File: config.mk
export PLATFORM = sky130hd
export DESIGN_NAME = puf_enroll_classifier
export DESIGN_NICKNAME = d
export VERILOG_FILES = /design/src/rtl/puf_enroll_pkg.sv /design/src/rtl/puf_eval_seq.sv /design/src/rtl/puf_class_judge.sv /design/src/rtl/puf_ref_table.sv /design/src/rtl/puf_enroll_classifier.sv
export SDC_FILE = /design/constraint.sdc
export NUM_CORES = 1
export LEC_CHECK = 0
export ABC_CLOCK_PERIOD_IN_PS = 3700
export BUFFER_PORTS_ARGS = -buffer_cell sky130_fd_sc_hd__buf_2
export CAP_MARGIN = 15
export CORE_ASPECT_RATIO = 1.5
export CORE_MARGIN = 2
export CORE_UTILIZATION = 40
export DETAILED_ROUTE_END_ITERATION = 8
export GPL_TIMING_DRIVEN = 0
export PLACE_DENSITY = 0.57
export RECOVER_POWER = 25
export SYNTH_ARGS = -nofsm -noshare
export SYNTH_HDL_FRONTEND = slang
export SYNTH_SLANG_ARGS = --single-unit
File: constraint.sdc
create_clock -name clk -period 3.7 [get_ports clk]
set_input_delay 0.37 -clock clk [delete_from_list [all_inputs] [get_ports clk]]
set_output_delay 0.37 -clock clk [all_outputs]
set_load 0.1 [all_outputs]
File: src/rtl/puf_enroll_pkg.sv
package puf_enroll_pkg;

  typedef enum logic [1:0] {
    CLS_STABLE = 2'd0,
    CLS_ULTRA  = 2'd1,
    CLS_KEEP   = 2'd2
  } cls_e;

  // Majority answer: 1 only with a strict majority of ones, a tie gives 0.
  function automatic logic majority_ref(input int unsigned ones,
                                        input int unsigned reps);
    return (ones * 2) > reps;
  endfunction

  // Number of responses that disagree with the chosen reference.
  function automatic int unsigned mismatch_of(input int unsigned ones,
                                              input int unsigned reps,
                                              input logic        ref_bit);
    return ref_bit ? (reps - ones) : ones;
  endfunction

  // Stable test is applied first, then the near-coin-flip test.
  function automatic cls_e classify(input int unsigned mism,
                                    input int unsigned lo,
                                    input int unsigned hi);
    if (mism <= lo)      return CLS_STABLE;
    else if (mism >= hi) return CLS_ULTRA;
    else                 return CLS_KEEP;
  endfunction

endpackage

File: src/rtl/puf_eval_seq.sv
module puf_eval_seq #(
  parameter int CHAL_W = 64,
  parameter int REPS   = 1000,
  parameter int CNT_W  = $clog2(REPS + 1)
) (
  input  logic              clk,
  input  logic              rst_n,
  input  logic              start,
  input  logic [CHAL_W-1:0] chal_in,
  output logic              puf_req_valid,
  input  logic              puf_req_ready,
  output logic [CHAL_W-1:0] puf_chal,
  input  logic              puf_rsp_valid,
  input  logic              puf_rsp_bit,
  output logic              seq_done,
  output logic [CNT_W-1:0]  ones
);

  typedef enum logic [1:0] {S_IDLE, S_REQ, S_WAIT} seq_st_e;

  seq_st_e            st;
  logic [CNT_W-1:0]   rcv;
  logic [CHAL_W-1:0]  chal_q;
  logic               last_rsp;

  assign last_rsp      = (rcv == CNT_W'(REPS - 1));
  assign puf_req_valid = (st == S_REQ);
  assign puf_chal      = chal_q;

  always_ff @(posedge clk or negedge rst_n) begin
    if (!rst_n) begin
      st       <= S_IDLE;
      rcv      <= '0;
      ones     <= '0;
      chal_q   <= '0;
      seq_done <= 1'b0;
    end else begin
      seq_done <= 1'b0;
      unique case (st)
        S_IDLE: if (start) begin
          chal_q <= chal_in;
          rcv    <= '0;
          ones   <= '0;
          st     <= S_REQ;
        end
        S_REQ: if (puf_req_ready) st <= S_WAIT;
        S_WAIT: if (puf_rsp_valid) begin
          ones <= ones + CNT_W'(puf_rsp_bit);
          if (last_rsp) begin
            seq_done <= 1'b1;
            st       <= S_IDLE;
          end else begin
            rcv <= rcv + 1'b1;
            st  <= S_REQ;
          end
        end
        default: st <= S_IDLE;
      endcase
    end
  end

  // a pending request keeps its challenge until it is taken
  p_chal_hold_r10: assert property (@(posedge clk) disable iff (!rst_n)
    (puf_req_valid && !puf_req_ready) |=> (puf_req_valid && $stable(puf_chal)));

  // the ones tally never runs ahead of the responses received
  p_ones_bound_r2: assert property (@(posedge clk) disable iff (!rst_n)
    (st != S_IDLE) |-> (ones <= rcv));

endmodule

File: src/rtl/puf_class_judge.sv
module puf_class_judge
  import puf_enroll_pkg::*;
#(
  parameter int REPS  = 1000,
  parameter int CNT_W = $clog2(REPS + 1)
) (
  input  logic [CNT_W-1:0] ones,
  input  logic [CNT_W-1:0] lo_thresh,
  input  logic [CNT_W-1:0] hi_thresh,
  output logic             ref_bit,
  output cls_e             cls
);

  int unsigned mism;

  always_comb begin
    ref_bit = majority_ref(32'(ones), 32'(REPS));
    mism    = mismatch_of(32'(ones), 32'(REPS), ref_bit);
    cls     = classify(mism, 32'(lo_thresh), 32'(hi_thresh));
  end

endmodule

File: src/rtl/puf_ref_table.sv
module puf_ref_table #(
  parameter int CHAL_W = 64,
  parameter int DEPTH  = 8,
  parameter int IDX_W  = $clog2(DEPTH),
  parameter int NUM_W  = $clog2(DEPTH + 1)
) (
  input  logic              clk,
  input  logic              rst_n,
  input  logic              wr_en,
  input  logic [CHAL_W-1:0] wr_chal,
  input  logic              wr_ref,
  output logic [NUM_W-1:0]  count,
  output logic              full,
  input  logic [IDX_W-1:0]  rd_idx,
  output logic [CHAL_W-1:0] rd_chal,
  output logic              rd_ref
);

  logic [CHAL_W:0] rd_vec [DEPTH];
  logic            do_wr;

  assign full  = (count == NUM_W'(DEPTH));
  assign do_wr = wr_en && !full;

  for (genvar g = 0; g < DEPTH; g++) begin : g_ent
    logic [CHAL_W:0] ent;
    always_ff @(posedge clk or negedge rst_n) begin
      if (!rst_n)                              ent <= '0;
      else if (do_wr && count == NUM_W'(g))    ent <= {wr_ref, wr_chal};
    end
    assign rd_vec[g] = ent;
  end

  always_ff @(posedge clk or negedge rst_n) begin
    if (!rst_n)     count <= '0;
    else if (do_wr) count <= count + 1'b1;
  end

  assign {rd_ref, rd_chal} = rd_vec[rd_idx];

  // the writer never offers an entry to a full table
  p_no_overflow_r8: assert property (@(posedge clk) disable iff (!rst_n)
    wr_en |-> (count < NUM_W'(DEPTH)));

endmodule

File: src/rtl/puf_enroll_classifier.sv
module puf_enroll_classifier
  import puf_enroll_pkg::*;
#(
  parameter int CHAL_W = 64,
  parameter int REPS   = 1000,
  parameter int DEPTH  = 8,
  localparam int CNT_W = $clog2(REPS + 1),
  localparam int IDX_W = $clog2(DEPTH),
  localparam int NUM_W = $clog2(DEPTH + 1)
) (
  input  logic              clk,
  input  logic              rst_n,
  input  logic [CNT_W-1:0]  lo_thresh,
  input  logic [CNT_W-1:0]  hi_thresh,
  input  logic              cand_valid,
  output logic              cand_ready,
  input  logic [CHAL_W-1:0] cand_chal,
  input  logic              cand_last,
  output logic              puf_req_valid,
  input  logic              puf_req_ready,
  output logic [CHAL_W-1:0] puf_chal,
  input  logic              puf_rsp_valid,
  input  logic              puf_rsp_bit,
  output logic              tbl_wr_en,
  output logic [IDX_W-1:0]  tbl_wr_idx,
  output logic [CHAL_W-1:0] tbl_wr_chal,
  output logic              tbl_wr_ref,
  output logic [NUM_W-1:0]  tbl_count,
  input  logic [IDX_W-1:0]  rd_idx,
  output logic [CHAL_W-1:0] rd_chal,
  output logic              rd_ref,
  output logic              done
);

  typedef enum logic [1:0] {T_GET, T_EVAL, T_JUDGE, T_DONE} top_st_e;

  top_st_e          st;
  logic             last_q;
  logic             start;
  logic             seq_done;
  logic [CNT_W-1:0] ones;
  logic             ref_bit;
  cls_e             cls;
  logic             tbl_full;
  logic             fills_now;

  assign cand_ready = (st == T_GET);
  assign start      = cand_ready && cand_valid;
  assign done       = (st == T_DONE);

  puf_eval_seq #(.CHAL_W(CHAL_W), .REPS(REPS), .CNT_W(CNT_W)) u_seq (
    .clk          (clk),
    .rst_n        (rst_n),
    .start        (start),
    .chal_in      (cand_chal),
    .puf_req_valid(puf_req_valid),
    .puf_req_ready(puf_req_ready),
    .puf_chal     (puf_chal),
    .puf_rsp_valid(puf_rsp_valid),
    .puf_rsp_bit  (puf_rsp_bit),
    .seq_done     (seq_done),
    .ones         (ones)
  );

  puf_class_judge #(.REPS(REPS), .CNT_W(CNT_W)) u_judge (
    .ones     (ones),
    .lo_thresh(lo_thresh),
    .hi_thresh(hi_thresh),
    .ref_bit  (ref_bit),
    .cls      (cls)
  );

  assign tbl_wr_en   = (st == T_JUDGE) && (cls == CLS_KEEP) && !tbl_full;
  assign tbl_wr_idx  = tbl_count[IDX_W-1:0];
  assign tbl_wr_chal = puf_chal;
  assign tbl_wr_ref  = ref_bit;
  assign fills_now   = tbl_wr_en && (tbl_count == NUM_W'(DEPTH - 1));

  puf_ref_table #(.CHAL_W(CHAL_W), .DEPTH(DEPTH), .IDX_W(IDX_W), .NUM_W(NUM_W)) u_tbl (
    .clk    (clk),
    .rst_n  (rst_n),
    .wr_en  (tbl_wr_en),
    .wr_chal(tbl_wr_chal),
    .wr_ref (tbl_wr_ref),
    .count  (tbl_count),
    .full   (tbl_full),
    .rd_idx (rd_idx),
    .rd_chal(rd_chal),
    .rd_ref (rd_ref)
  );

  always_ff @(posedge clk or negedge rst_n) begin
    if (!rst_n) begin
      st     <= T_GET;
      last_q <= 1'b0;
    end else begin
      unique case (st)
        T_GET: if (start) begin
          last_q <= cand_last;
          st     <= T_EVAL;
        end
        T_EVAL:  if (seq_done) st <= T_JUDGE;
        T_JUDGE: st <= (last_q || fills_now || tbl_full) ? T_DONE : T_GET;
        default: st <= T_DONE;
      endcase
    end
  end

  // no PUF traffic while the block waits for a candidate
  p_idle_quiet_r11: assert property (@(posedge clk) disable iff (!rst_n)
    cand_ready |-> !puf_req_valid);

  // completion holds until reset
  p_done_sticky_r9: assert property (@(posedge clk) disable iff (!rst_n)
    done |=> done);

  // a full table closes the candidate port
  p_full_closed_r8: assert property (@(posedge clk) disable iff (!rst_n)
    (tbl_count == NUM_W'(DEPTH)) |-> !cand_ready);

  // each retained candidate produces a single-cycle write
  p_wr_pulse_r6: assert property (@(posedge clk) disable iff (!rst_n)
    tbl_wr_en |=> !tbl_wr_en);

endmodule

==> metrics.csv <==
stage;metric;value;unit
run_status;status;finished with violations;
run_status;violations;max-capacitance violations, max-slew violations;
clock_network;cts_htree_levels;2;
global_routing;grt_pass1_vias;18400;
setup_path;cp_top_family;buffers and inverters;
place;dp_hpwl;46900;um
logic_synthesis;yosys-top-cells-area;dfrtp_1 55%, mux2_2 26%, mux4_2 10%;
layout;utilization;0.506;
logic_synthesis;synth_ff_type;dfrtp_1;
setup_path;required;4.22;ns
drt;wl_per_cell;22.3;um
setup_path;crit_chain;buf_6, or3_4, a21oi_4, o21ai_2, xnor2_1, buf_4, ha_4, nand4_1, buf_4, a21oi_4, o21ai_4, buf_8, nor3_4, buf_4, buf_6, clkbuf_16, buf_12, mux2_2;
logic_synthesis;synth.most_common_cell;mux2_2;
layout;antennaDiodeCount;0;
sta;fin_skew;0.0109;ns
global_routing;overflow;0;
power;pwr-share-comb;0.136;
logic_synthesis;synth_seq_cells;614;
layout;multi_input_area;12200;sq um
clock_network;cts_sinks;614;
sta;max-slew-margin-rel;-0.289;
power;internal_power;0.0113;W
sta;tightest_slew;1.93;ns
floorplan;dieArea;72600;sq um
logic_synthesis;yosysTopAreaCellShare;0.546;
logic_synthesis;async_flop_share;1.00;
min_path;min_to;u_seq.ones[0];
logic_synthesis;synth-edff-count;0;
power;power_density;450;nW/um^2
setup_path;r2r_slack;0.01;ns
logic_synthesis;ys.warnings.count;0;
sta;hold_viol;0;
clock_network;cts_tree;done;
setup_path;rr_endpoint;u_tbl.g_ent[3].ent[26];
flow_run;maxCapViolCount;1;
layout;final_area;35400;sq um
place;gp_congestion;0.760;
sta;fmax;0.271;GHz
drt;routed_via_density;5.21;
setup_path;worst_setup_path_end_kind;flip-flop;
clock_network;clockBufferDepth;3;
layout;regArea;15400;sq um
logic_synthesis;synth_cells;1799;
setup_path;crit_arrival;4.21;ns
setup_path;r2r_cells;18;
setup_path;path_common_cell;buf_4;
power;p_sw_frac;0.291;
clock_network;path_clk_slew;0.06;ns
floorplan;die_h;329;um
logic_synthesis;synth.avg_cell_area;15.6;sq um
drt;drt-total-wl;72200;um
setup_path;slowest_stage;dfrtp_1;
sta;finalSetupViolations;0;
floorplan;fp.coreArea;70000;sq um
min_path;min_path_cells;4;
clock_network;cts-root-buf;clkbuf_16;
power;power.switching;0.00464;W
clock_network;cts_inserted_buffers;60;
layout;n_fill_cell;5994;
logic_synthesis;synth_area;28100;sq um
setup_path;path_class;reg -> reg;
sta;fin_tns_setup;0;ns
floorplan;rows;119;
logic_synthesis;syn_nets;1921;
clock_network;clkLatencyLatePin;0.64;ns
power;p_total;0.0159;W
setup_path;cp_slowest_stage_delay;0.40;ns
place;portBuffers;296;
sta;rsz0062_at_grt;true;
setup_path;rr_startpoint;u_seq.ones[1];
min_path;hold_start;puf_rsp_bit;
drt;vias;16900;
setup_path;crit_path_max_fanout;6;
layout;drive_above_1_share;0.608;
place;dpl_cell_area;30900;sq um
power;p_clk_frac;0.419;
setup_path;start_kind;flip-flop;
power;seq_power_share;0.445;
power;ir_drop;0.000414;V
logic_synthesis;synth-seq-area-share;0.546;
floorplan;dieWidth;221;um
drt;drt-pass1-iter-count;4;
power;leakagePower;17.7;nW
layout;area_growth;25.9;%
sta;drv_slew;73;
logic_synthesis;synth_common_cells;651 x mux2_2, 614 x dfrtp_1, 130 x mux4_2;
logic_synthesis;yosysUniqueCellTypes;43;
drt;drc;0;
floorplan;start_util;0.402;
global_routing;grt_pass1_wl;109000;um
layout;finalNetCount;2401;
global_routing;antenna_found_initial;2;
min_path;hp-class;in -> reg;
global_routing;grt_max_degree;128;
drt;drt-initial-drc-count;785;
drt;ant_nets;0;
global_routing;grt_usage;0.198;
floorplan;io_pins;299;
setup_path;crit_buf_inv;8;
logic_synthesis;yosysTopAreaCell;dfrtp_1;
sta;min_period_over_period;0.997;
sta;min_period;3.69;ns
[per-layer routing]
layer  global-route usage  up-vias  share of wire
met4               0.0532        6          0.024
met3               0.0360       98          0.041
li1                     -     7508              -
met2                0.351      312           0.52
met1                0.247     8948           0.41
met5                    0        -        0.00053
[power groups by stage]
stage          Clock, W  Sequential [W]  Combinational, W
3_3_place_gp          0         0.00721           0.00203
5_1_grt         0.00713         0.00713           0.00230
2_1_floorplan         0         0.00765           0.00105
6_report        0.00667         0.00710           0.00218
4_1_cts         0.00685         0.00710           0.00218
3_5_place_dp          0         0.00722           0.00207
[tightest hold or removal path, cell delays in order]
cell,delay (ns)
buf_2,0.08
ha_1,0.12
nand3_1,0.05
o21ai_0,0.07
[logic make-up (layout without fill, tap and decap cells)]
kind of cell	after synthesis	after routing	synth area share
and+or+nand+nor	106	106	0.0184
muxes	781	781	0.364
adders and majority gates	28	28	0.0124
buffers and inverters	202	731	0.0412
xor gates and xnor gates	25	25	0.00778
AOI/OAI and AO/OA	43	44	0.00991
DFF	614	614	0.546
[stage by stage]
step           cells  worst slack, ns  hold slack (ns)
2_1_floorplan   1799            0.103           0.0744
3_3_place_gp    3002           -10.08            0.482
3_5_place_dp    3008           -0.936            0.370
4_1_cts         3215          -0.0689           0.0458
5_1_grt         3236           -0.141           0.0776
6_report        3236           0.0117           0.0873
[how the worst max path moves through the flow]
| stage | startpoint | endpoint | slack, ns | depth (start not counted) |
|---|---|---|---|---|
| global route | u_seq.ones[1] | u_tbl.g_ent[3].ent[30] | -0.14 | 18 |
| global placement | rst_n | u_seq.puf_chal[40] | -10.08 | 1 |
| finish | u_seq.ones[1] | u_tbl.g_ent[3].ent[26] | 0.01 | 18 |
| floorplan | u_seq.ones[0] | u_tbl.g_ent[7].ent[25] | 0.10 | 16 |
| detailed placement | u_seq.ones[0] | u_tbl.g_ent[7].ent[47] | -0.94 | 16 |
| CTS | u_seq.ones[0] | tbl_wr_en | -0.07 | 15 |
[layout by cell type, fill, tap and decap left out, types with 24 or more instances in the layout]
cell and count:
dfrtp_1 612, mux2_2 582, buf_2 300, mux4_2 130, buf_4 92, clkbuf_16 70
mux2_4 69, dlygate4sd3_1 69, clkbuf_1 39, buf_6 30, inv_1 28, nand2_1 24
[flip-flops by register name (all words and copies together) (netlist names)]
name	flops
u_seq.seq_done	1
u_seq.rcv	10
u_seq.puf_chal	64
st	2
u_tbl.g_ent.ent	520
last_q	1
u_seq.st	2
u_seq.ones	10
u_tbl.count	4
[final cells by class]
type                            instances  area share
Buffer                                167      0.0435
Clock buffer                           84      0.0497
Clock inverter                         28      0.0110
Inverter                               30     0.00318
Multi-Input combinational cell        984       0.343
Sequential cell                       614       0.434
Tap cell                              907      0.0320
Timing Repair Buffer                  422      0.0836
[timing repair]
action | 4_1_cts | 5_1_grt
setup buffers | 25 | 18
pin swaps | 13 | 15
endpoints found under the setup margin | 582 | 446
cloned | 4 | 8
resized for setup | 127 | 166
hold endpoints to repair | 140 | 0
hold buffers | 69 | 0
(Power assumes the default switching activity.)
